<file path="config.mk">
export PLATFORM = sky130hd
export DESIGN_NAME = qr_cycle_ctrl
export DESIGN_NICKNAME = d
export VERILOG_FILES = /design/src/rtl/qrc_pkg.sv /design/src/rtl/qrc_sync.sv /design/src/rtl/qrc_satcnt.sv /design/src/rtl/qrc_latch.sv /design/src/rtl/qr_cycle_ctrl.sv
export SDC_FILE = /design/constraint.sdc
export NUM_CORES = 1
export LEC_CHECK = 0
export ABC_AREA = 1
export BUFFER_PORTS_ARGS = -buffer_cell sky130_fd_sc_hd__buf_2
export CAP_MARGIN = 20
export CORE_MARGIN = 5
export CORE_UTILIZATION = 40
export CTS_CLUSTER_DIAMETER = 150
export DETAILED_ROUTE_END_ITERATION = 12
export GPL_TIMING_DRIVEN = 0
export HOLD_SLACK_MARGIN = 0.06
export PLACE_DENSITY = 0.66
export SETUP_SLACK_MARGIN = 0.2
export SYNTH_ARGS = -nofsm -noshare
export SYNTH_HDL_FRONTEND = slang
export SYNTH_HIERARCHICAL = 1
export SYNTH_SLANG_ARGS = --single-unit
</file>
<file path="constraint.sdc">
create_clock -name clk -period 1.6 [get_ports clk]
set_clock_uncertainty 0.15 [all_clocks]
set_input_delay 0.08 -clock clk [delete_from_list [all_inputs] [get_ports clk]]
set_output_delay 0.08 -clock clk [all_outputs]
set_load 0.01 [all_outputs]
</file>
<file path="src/rtl/qrc_pkg.sv">
package qrc_pkg;

  typedef struct packed {
    logic dmg;
    logic ipk;
    logic skp;
  } cmp_t;

  function automatic int unsigned open_at(input int unsigned min_off);
    return (min_off > 0) ? min_off - 1 : 0;
  endfunction

  function automatic int unsigned restart_at(input int unsigned min_off, input int unsigned tmo);
    return (min_off + tmo > 0) ? min_off + tmo - 1 : 0;
  endfunction

  function automatic int unsigned blank_at(input int unsigned leb);
    return (leb > 0) ? leb - 1 : 0;
  endfunction

  function automatic int unsigned cnt_width(input int unsigned limit);
    return (limit < 1) ? 1 : $clog2(limit + 1);
  endfunction

endpackage

</file>
<file path="src/rtl/qrc_sync.sv">
module qrc_sync #(
  parameter int unsigned W = 1,
  parameter int unsigned STAGES = 2
) (
  input  logic         clk,
  input  logic         rst_n,
  input  logic [W-1:0] d,
  output logic [W-1:0] q
);
  logic [W-1:0] st [STAGES];

  always_ff @(posedge clk or negedge rst_n) begin
    if (!rst_n) st[0] <= '0;
    else        st[0] <= d;
  end

  for (genvar i = 1; i < STAGES; i++) begin : g_chain
    always_ff @(posedge clk or negedge rst_n) begin
      if (!rst_n) st[i] <= '0;
      else        st[i] <= st[i-1];
    end
  end

  assign q = st[STAGES-1];
endmodule

</file>
<file path="src/rtl/qrc_satcnt.sv">
module qrc_satcnt #(
  parameter int unsigned LIMIT = 1,
  parameter int unsigned W = 1
) (
  input  logic         clk,
  input  logic         rst_n,
  input  logic         clr,
  output logic [W-1:0] q
);
  localparam logic [W-1:0] TOP = W'(LIMIT);

  always_ff @(posedge clk or negedge rst_n) begin
    if (!rst_n)         q <= '0;
    else if (clr)       q <= '0;
    else if (q != TOP)  q <= q + 1'b1;
  end
endmodule

</file>
<file path="src/rtl/qrc_latch.sv">
module qrc_latch (
  input  logic clk,
  input  logic rst_n,
  input  logic r_lvl,
  input  logic s_lvl,
  input  logic s_edge,
  output logic q
);
  always_ff @(posedge clk or negedge rst_n) begin
    if (!rst_n)               q <= 1'b0;
    else if (r_lvl)           q <= 1'b0;
    else if (s_lvl || s_edge) q <= 1'b1;
  end
endmodule

</file>
<file path="src/rtl/qr_cycle_ctrl.sv">
module qr_cycle_ctrl
  import qrc_pkg::*;
#(
  parameter int unsigned MIN_OFF     = 400,
  parameter int unsigned LEB         = 17,
  parameter int unsigned TIMEOUT     = 250,
  parameter int unsigned SYNC_STAGES = 2
) (
  input  logic clk,
  input  logic rst_n,
  input  logic en,
  input  logic dmg_cmp,
  input  logic ipk_cmp,
  input  logic skip_cmp,
  output logic gate_out
);
  localparam int unsigned OPEN_AT    = open_at(MIN_OFF);
  localparam int unsigned RESTART_AT = restart_at(MIN_OFF, TIMEOUT);
  localparam int unsigned BLANK_AT   = blank_at(LEB);
  localparam int unsigned OW         = cnt_width(RESTART_AT);
  localparam int unsigned LW         = cnt_width(BLANK_AT);

  cmp_t raw, syn;
  logic dmg_s, ipk_s, skp_s, dmg_d;
  logic gate_q;
  logic [OW-1:0] off_cnt;
  logic [LW-1:0] on_cnt;

  // named internal events
  logic dmg_fall, win_open, tmo_hit, leb_done, ipk_rst, rst_lvl, set_edge;

  assign raw = '{dmg: dmg_cmp, ipk: ipk_cmp, skp: skip_cmp};

  qrc_sync #(.W($bits(cmp_t)), .STAGES(SYNC_STAGES)) u_sync (
    .clk(clk), .rst_n(rst_n), .d(raw), .q(syn)
  );

  assign dmg_s = syn.dmg;
  assign ipk_s = syn.ipk;
  assign skp_s = syn.skp;

  always_ff @(posedge clk or negedge rst_n) begin
    if (!rst_n) dmg_d <= 1'b0;
    else        dmg_d <= dmg_s;
  end

  qrc_satcnt #(.LIMIT(RESTART_AT), .W(OW)) u_offcnt (
    .clk(clk), .rst_n(rst_n), .clr(gate_q | ~en), .q(off_cnt)
  );

  qrc_satcnt #(.LIMIT(BLANK_AT), .W(LW)) u_oncnt (
    .clk(clk), .rst_n(rst_n), .clr(~gate_q | ~en), .q(on_cnt)
  );

  assign dmg_fall = dmg_d & ~dmg_s;
  assign win_open = off_cnt >= OW'(OPEN_AT);
  assign tmo_hit  = off_cnt >= OW'(RESTART_AT);
  assign leb_done = on_cnt >= LW'(BLANK_AT);
  assign ipk_rst  = ipk_s & leb_done;
  assign rst_lvl  = ~en | skp_s | ipk_rst;
  assign set_edge = dmg_fall & win_open;

  qrc_latch u_latch (
    .clk(clk), .rst_n(rst_n),
    .r_lvl(rst_lvl), .s_lvl(tmo_hit), .s_edge(set_edge),
    .q(gate_q)
  );

  assign gate_out = gate_q & en;
endmodule

</file>
==> qor.csv, run 1 <==
metric;value;unit
status;complete, no violations;
Setup crit start kind;register;
DR DRC count;0;
share of cells above drive strength 1;0.308;
largest area contributor in the synthesized netlist;dfrtp_1;
EDFF count, synth;0;
Synth Area in Simple Gates;0.344;
Final Hold Vio Count;0;
num rows;20;
Synth Area in Compound Gates;0.0393;
Area Overhead vs Synth;27.2;%
met3 usage;0.0153;
Max Clk Rate;0.693;GHz
Final Cycle Share;0.902;
Synth cell types;20;
ys flop type;dfrtp_1;
Post-Syn Instances;170;
initial antenna violation count;0;
Arr. time, crit path;1550;ps
DR pass1 iterations;4;
CTS tree;built;
CP endpoint kind;register;
Placeable Area;3050;um^2
XOR/XNOR Fraction of Synth Area;0.0138;
fin crit period;1440;ps
num ports;7;
sequential share of the synthesized area;0.452;
slowest stage delay, CP;530;ps
Via Count;1126;
setup TNS;0;ps
synth cell count leaders;40 x nand2_1, 31 x inv_1, 23 x dfrtp_1;
Seq cells post-synth;23;
vias per cell;4.71;
mux cell area share after synthesis;0;
port bufs;6;
total wire length;2860;um
Die Y;66.4;um
hold_ws;89.7;ps
clk slew on worst S/H paths;130;ps
overall global routing resource usage;0.135;
Yosys top cell area share;0.452;
NumNets Final;206;
crit path max-delay cell type;dfrtp_1;
Routed Antenna Nets;0;
largest net degree at the start of global routing;24;
M1 GR Usage;0.168;
count leader, synth;nand2_1;
Starting Density;0.417;
floorplan die width;66.4;um
maximum vdd drop;0.352;mV
Most Crowded Layer GR;met2;
CTS root buf;clkbuf_4;
Num CTS Buffers;3;
CTS max path bufs;2;
Synth area leaders;dfrtp_1 45%, nand2_1 12%, inv_1 9.1%;
Cell Chain, Critical Path;nand2_1 -> nor2_4 -> nand3_2 -> a21oi_2 -> nor2_1 -> a21oi_1;
largest family of logic cells by synthesized area;simple AND/OR/NAND/NOR gates;
CTS Sinks;23;
Post-Syn Area per Cell;7.49;um^2
Die ar.;4410;um^2
kind of critical path;reg -> reg;
worst hold path class;in -> async;
met2 Use GR;0.223;
max-slew violations;0;
RSZ-0062 raised after global routing;yes;
GP Congestion;0.800;
Synthesized Nets;180;
gr ovfl total;0;
ant diodes;0;
fraction of registers with async set/reset;1.00;
Wirelength per Cell;12.0;um
vias in the first global route;1062;
Slew @ Worst Pin;506;ps
fill count;290;
htree depth;1;
DPL Wire Length;1810;um
Syn Std Cell Area;1270;um^2
crit-path max FO;8;
power per cell area;612;nW/um^2
relative slew slack;0.663;
Cells after DPL;220;
clk_lat worst skew;320;ps
Pleak;0.761;nW
initial DRC count;27;
wire length of the first global-routing pass;4520;um
Post-Synth Adder-Cell Area;0.0393;
Final Setup Violations;0;
Non-Filler Instances;239;
max-cap violations;0;
Synth Warn #;6;
CP required;1700;ps
## worst max-delay path, delay by kind of cell, from the launching register on
kind | cells | cell delay, ps
AO/OA/AOI/OAI | 2 | 290
AND/OR/NAND/NOR | 4 | 410
flip-flops | 1 | 530
## worst paths after layout
check / from / end / slack, ps / depth (start not counted)
max reg2reg: u_offcnt/q[8] / u_latch/q / 160 / 6
min reg2reg: u_sync/st[3] / u_sync/q[0] / 210 / 0
min in group clk: u_sync/st[3] / u_sync/q[0] / 210 / 0
max in group asynchronous: rst_n / u_offcnt/q[9] / 840 / 2
min: rst_n / u_offcnt/q[1] / 90 / 2
max: u_offcnt/q[8] / u_latch/q / 160 / 6
## layout by cell type, fill, tap and decap left out, drive strengths merged
cell type and count:
a21oi 7, buf 19, clkbuf 3, clkinv 1
dfrtp 23, dlygate4sd3 5, ha 4, inv 32
nand2 42, nand3 18, nand3b 1, nand4 4
nor2 25, nor3 5, o21ai 3, or2 1
xnor2 1, xor2 1
## kinds of logic (layout without fill, tap and decap cells)
| kind of cell | Yosys count | count (layout) |
|---|---|---|
| flops | 23 | 23 |
| xor+xnor | 2 | 2 |
| simple gates | 96 | 96 |
| fa+ha+maj | 4 | 4 |
| compound gates | 10 | 10 |
| buf+inv | 35 | 60 |
## sequential cells by signal (all words and copies together) (netlist names)
register,count
u_offcnt/q,10
dmg_d,1
u_oncnt/q,5
u_sync/q,3
u_sync/st,3
u_latch/q,1
## power breakdown
group | internal (W) | switching (W) | leakage [nW]
Clock | 0.0000938 | 0.000185 | 0.0177
Combinational | 0.0000507 | 0.0000524 | 0.449
Sequential | 0.000596 | 0.0000123 | 0.295
## what timing repair did
action,4_1_cts,5_1_grt
pin swaps,0,7
endpoints found under the setup margin,4,9
gates resized for setup,3,33
hold buffers,5,0
hold endpoints to repair,29,0
setup buffers,3,7
## metal layers
layer	vias to the layer above	routed length (um)
met5	-	0
met3	9	76
met2	18	1450
met4	0	87
met1	528	1240
li1	571	-
## stage by stage
stage | total power, W | utilization | setup slack, ps | instance area [um^2]
finish | 0.000991 | 0.531 | 157 | 1620
global route | 0.00104 | 0.531 | 70.3 | 1620
CTS | 0.000976 | 0.478 | 202 | 1460
detailed placement | 0.000678 | 0.445 | 102 | 1360
global placement | 0.000674 | 0.445 | 195 | 1360
floorplan | 0.000649 | - | 295 | 1270
## cell type report
cell class	instances	area [um^2]	share of cell area
repair buffers	21	163	0.100
well taps	44	55.1	0.0340
clock inverters	1	5.00	0.00309
plain buffers	3	22.5	0.0139
inverters	32	120	0.0741
clock buffers	3	22.5	0.0139
flip-flops and latches	23	582	0.359
multi-input cells	112	651	0.402
Note: power is estimated with default switching activity, not from simulation.
==> run 2, diff against run 1 <==
--- a/config.mk
+++ b/config.mk
@@ -15,6 +15,7 @@
 export GPL_TIMING_DRIVEN = 0
 export HOLD_SLACK_MARGIN = 0.06
 export PLACE_DENSITY = 0.66
+export REMOVE_ABC_BUFFERS = 1
 export SETUP_SLACK_MARGIN = 0.2
 export SYNTH_ARGS = -nofsm -noshare
 export SYNTH_HDL_FRONTEND = slang
==> run 2 against run 1 <==
- wire length is 9.5% lower
- register-to-register slack better by 70 ps
- clock-buffer cell count stayed put
- non-clock buffer count is 10 lower
- maximum frequency is 5.4% higher
- sequential cell count stayed put
- sequential share of layout area is 3.7 points higher
- setup slack better by 74 ps
- power is 4.7% lower
- critical path type unchanged
- largest power group unchanged
==> qor.csv, run 2 (synthesis gave the netlist of run 1 again) <==
metric;value;unit;change
hold_ws;108;ps;was 89.7 ps
Die ar.;4410;um^2;unchanged
setup TNS;0;ps;unchanged
buffer and inverter count on the worst path;2;;was 0
placed cell areas;1340;um^2;was 1360 um^2
Final Cycle Share;0.855;;was 0.902
Largest Register;u_offcnt/q;;unchanged
RSZ-0062 raised after global routing;yes;;unchanged
Num CTS Buffers;3;;unchanged
slowest stage delay, CP;460;ps;was 530 ps
worst hold path class;in -> async;;unchanged
clk_lat worst skew;310;ps;was 320 ps
number of flip-flops in the largest register;10;;unchanged
initial DRC count;32;;was 27
DR DRC count;0;;unchanged
Area Overhead vs Synth;15.9;%;was 27.2%
Routed Antenna Nets;0;;unchanged
floorplan die width;66.4;um;unchanged
Via Count;1081;;was 1126
CTS max path bufs;2;;unchanged
most frequent cells in the layout;40 x nand2_1, 29 x inv_1, 19 x nor2_1;;was 36 x nand2_1, 27 x inv_1, 18 x dfrtp_1
htree depth;1;;unchanged
num ports;7;;unchanged
num rows;20;;unchanged
Starting Density;0.417;;unchanged
most common cell after layout, fill and taps aside;nand2_1;;unchanged
Final Setup Violations;0;;unchanged
gr ovfl total;0;;unchanged
clk slew on worst S/H paths;130;ps;about the same
fin area;1480;um^2;was 1620 um^2
Die Y;66.4;um;unchanged
share of cells above drive strength 1;0.200;;was 0.308
crit path max-delay cell type;dfrtp_2;;was dfrtp_1
Wirelength per Cell;11.3;um;was 12.0 um
FF-to-FF Start;u_offcnt/q[1];;was u_offcnt/q[8]
maximum vdd drop;0.352;mV;about the same
ant diodes;0;;unchanged
max-cap violations;0;;unchanged
Final Hold Vio Count;0;;unchanged
CTS root buf;clkbuf_4;;unchanged
Critical Path Stages;7;;was 6
FF-to-FF setup slack;230;ps;was 160 ps
Max Clk Rate;0.731;GHz;was 0.693 GHz
Cells after DPL;217;;was 220
CP required;1670;ps;was 1700 ps
NumNets Final;196;;was 206
Non-Filler Instances;229;;was 239
status;complete, no violations;;unchanged
largest net degree at the start of global routing;24;;unchanged
largest registers;u_offcnt/q x10, u_oncnt/q x5;;unchanged
DPL Wire Length;1780;um;was 1810 um
crit-path max FO;6;;was 8
port bufs;6;;unchanged
Setup crit start kind;register;;unchanged
kind of critical path;reg -> reg;;unchanged
vias per cell;4.72;;was 4.71
power per cell area;640;nW/um^2;was 612 nW/um^2
relative slew slack;0.661;;was 0.663
fin crit period;1370;ps;was 1440 ps
Pleak;0.707;nW;was 0.761 nW
CTS Sinks;23;;unchanged
CP endpoint kind;register;;unchanged
CTS tree;built;;unchanged
DR pass1 iterations;4;;unchanged
Cell Chain, Critical Path;inv_1 -> ha_1 -> nand3_2 -> inv_1 -> nand3_2 -> nand3_1 -> nand2_1;;was nand2_1 -> nor2_4 -> nand3_2 -> a21oi_2 -> nor2_1 -> a21oi_1
GP Congestion;0.856;;was 0.800
wire length of the first global-routing pass;4180;um;was 4520 um
total wire length;2590;um;was 2860 um
Util after Layout;0.484;;was 0.531
Arr. time, crit path;1430;ps;was 1550 ps
Slew @ Worst Pin;509;ps;was 506 ps
Placeable Area;3050;um^2;unchanged
overall global routing resource usage;0.124;;was 0.135
FF-to-FF End;u_offcnt/q[0];;was u_latch/q
vias in the first global route;995;;was 1062
max-slew violations;0;;unchanged
Worst path top cell family by delay;flip-flops;;unchanged
initial antenna violation count;0;;unchanged
cell depth of the worst flop-to-flop path;7;;was 6
## run 2: cell types whose count changed in the layout (fill, tap and decap cells not counted), moves of 3 or more
| cell | previous run | this run |
|---|---|---|
| nand2_1 | 36 | 40 |
| nand2_2 | 6 | 2 |
| nor2_4 | 5 | 2 |
| buf_4 | 11 | 2 |
## run 2: layout make-up
cell class	count	area (um^2)
fillers	306	1580
flip-flops and latches	23	584
multi-input cells	112	574
inverters	32	120
repair buffers	14	115
well taps	44	55.1
clock buffers	3	22.5
clock inverters	1	5.00
## run 2: metrics by stage
stage	total power [W]	setup WS (ps)
global placement	0.000668	209
global route	0.000996	145
CTS	0.000947	202
detailed placement	0.000670	171
floorplan	0.000644	295
finish	0.000945	232
## run 2: worst max-delay path by stage
stage	from	end	slack [ps]
3_3_place_gp	u_offcnt/q[0]	u_offcnt/q[4]	210
4_1_cts	u_offcnt/q[6]	u_latch/q	200
5_1_grt	u_offcnt/q[1]	u_offcnt/q[0]	150
2_1_floorplan	u_offcnt/q[0]	u_offcnt/q[4]	300
6_report	u_offcnt/q[1]	u_offcnt/q[0]	230
3_5_place_dp	u_offcnt/q[0]	u_offcnt/q[4]	170
## run 2: power by group
group / internal, W / switching [W]
registers: 0.000597 / 0.0000146
clock network: 0.0000934 / 0.000176
logic: 0.0000285 / 0.0000346
## run 2: what timing repair did
action / 4_1_cts / 5_1_grt
setup buffers: 0 / 3
gates cloned: 0 / 0
hold buffers: 5 / 0
endpoints found under the hold margin: 30 / 0
setup endpoints to repair: 2 / 9
gates resized for setup: 3 / 11
pin swaps: 0 / 2
## run 2: routing by layer
layer  up-vias  routed length (um)  GRT usage
met5         -                   0          0
met4         0                  52     0.0609
met3         6                  62     0.0221
met2        15                1250      0.204
met1       506                1220      0.154
li1        554                   -          -
## run 2: worst reg2reg max path, stage by stage (launching register included)
cell and delay (ps):
dfrtp_2 460, inv_1 70, ha_1 160, nand3_2 100, inv_1 100, nand3_2 90
nand3_1 100, nand2_1 50
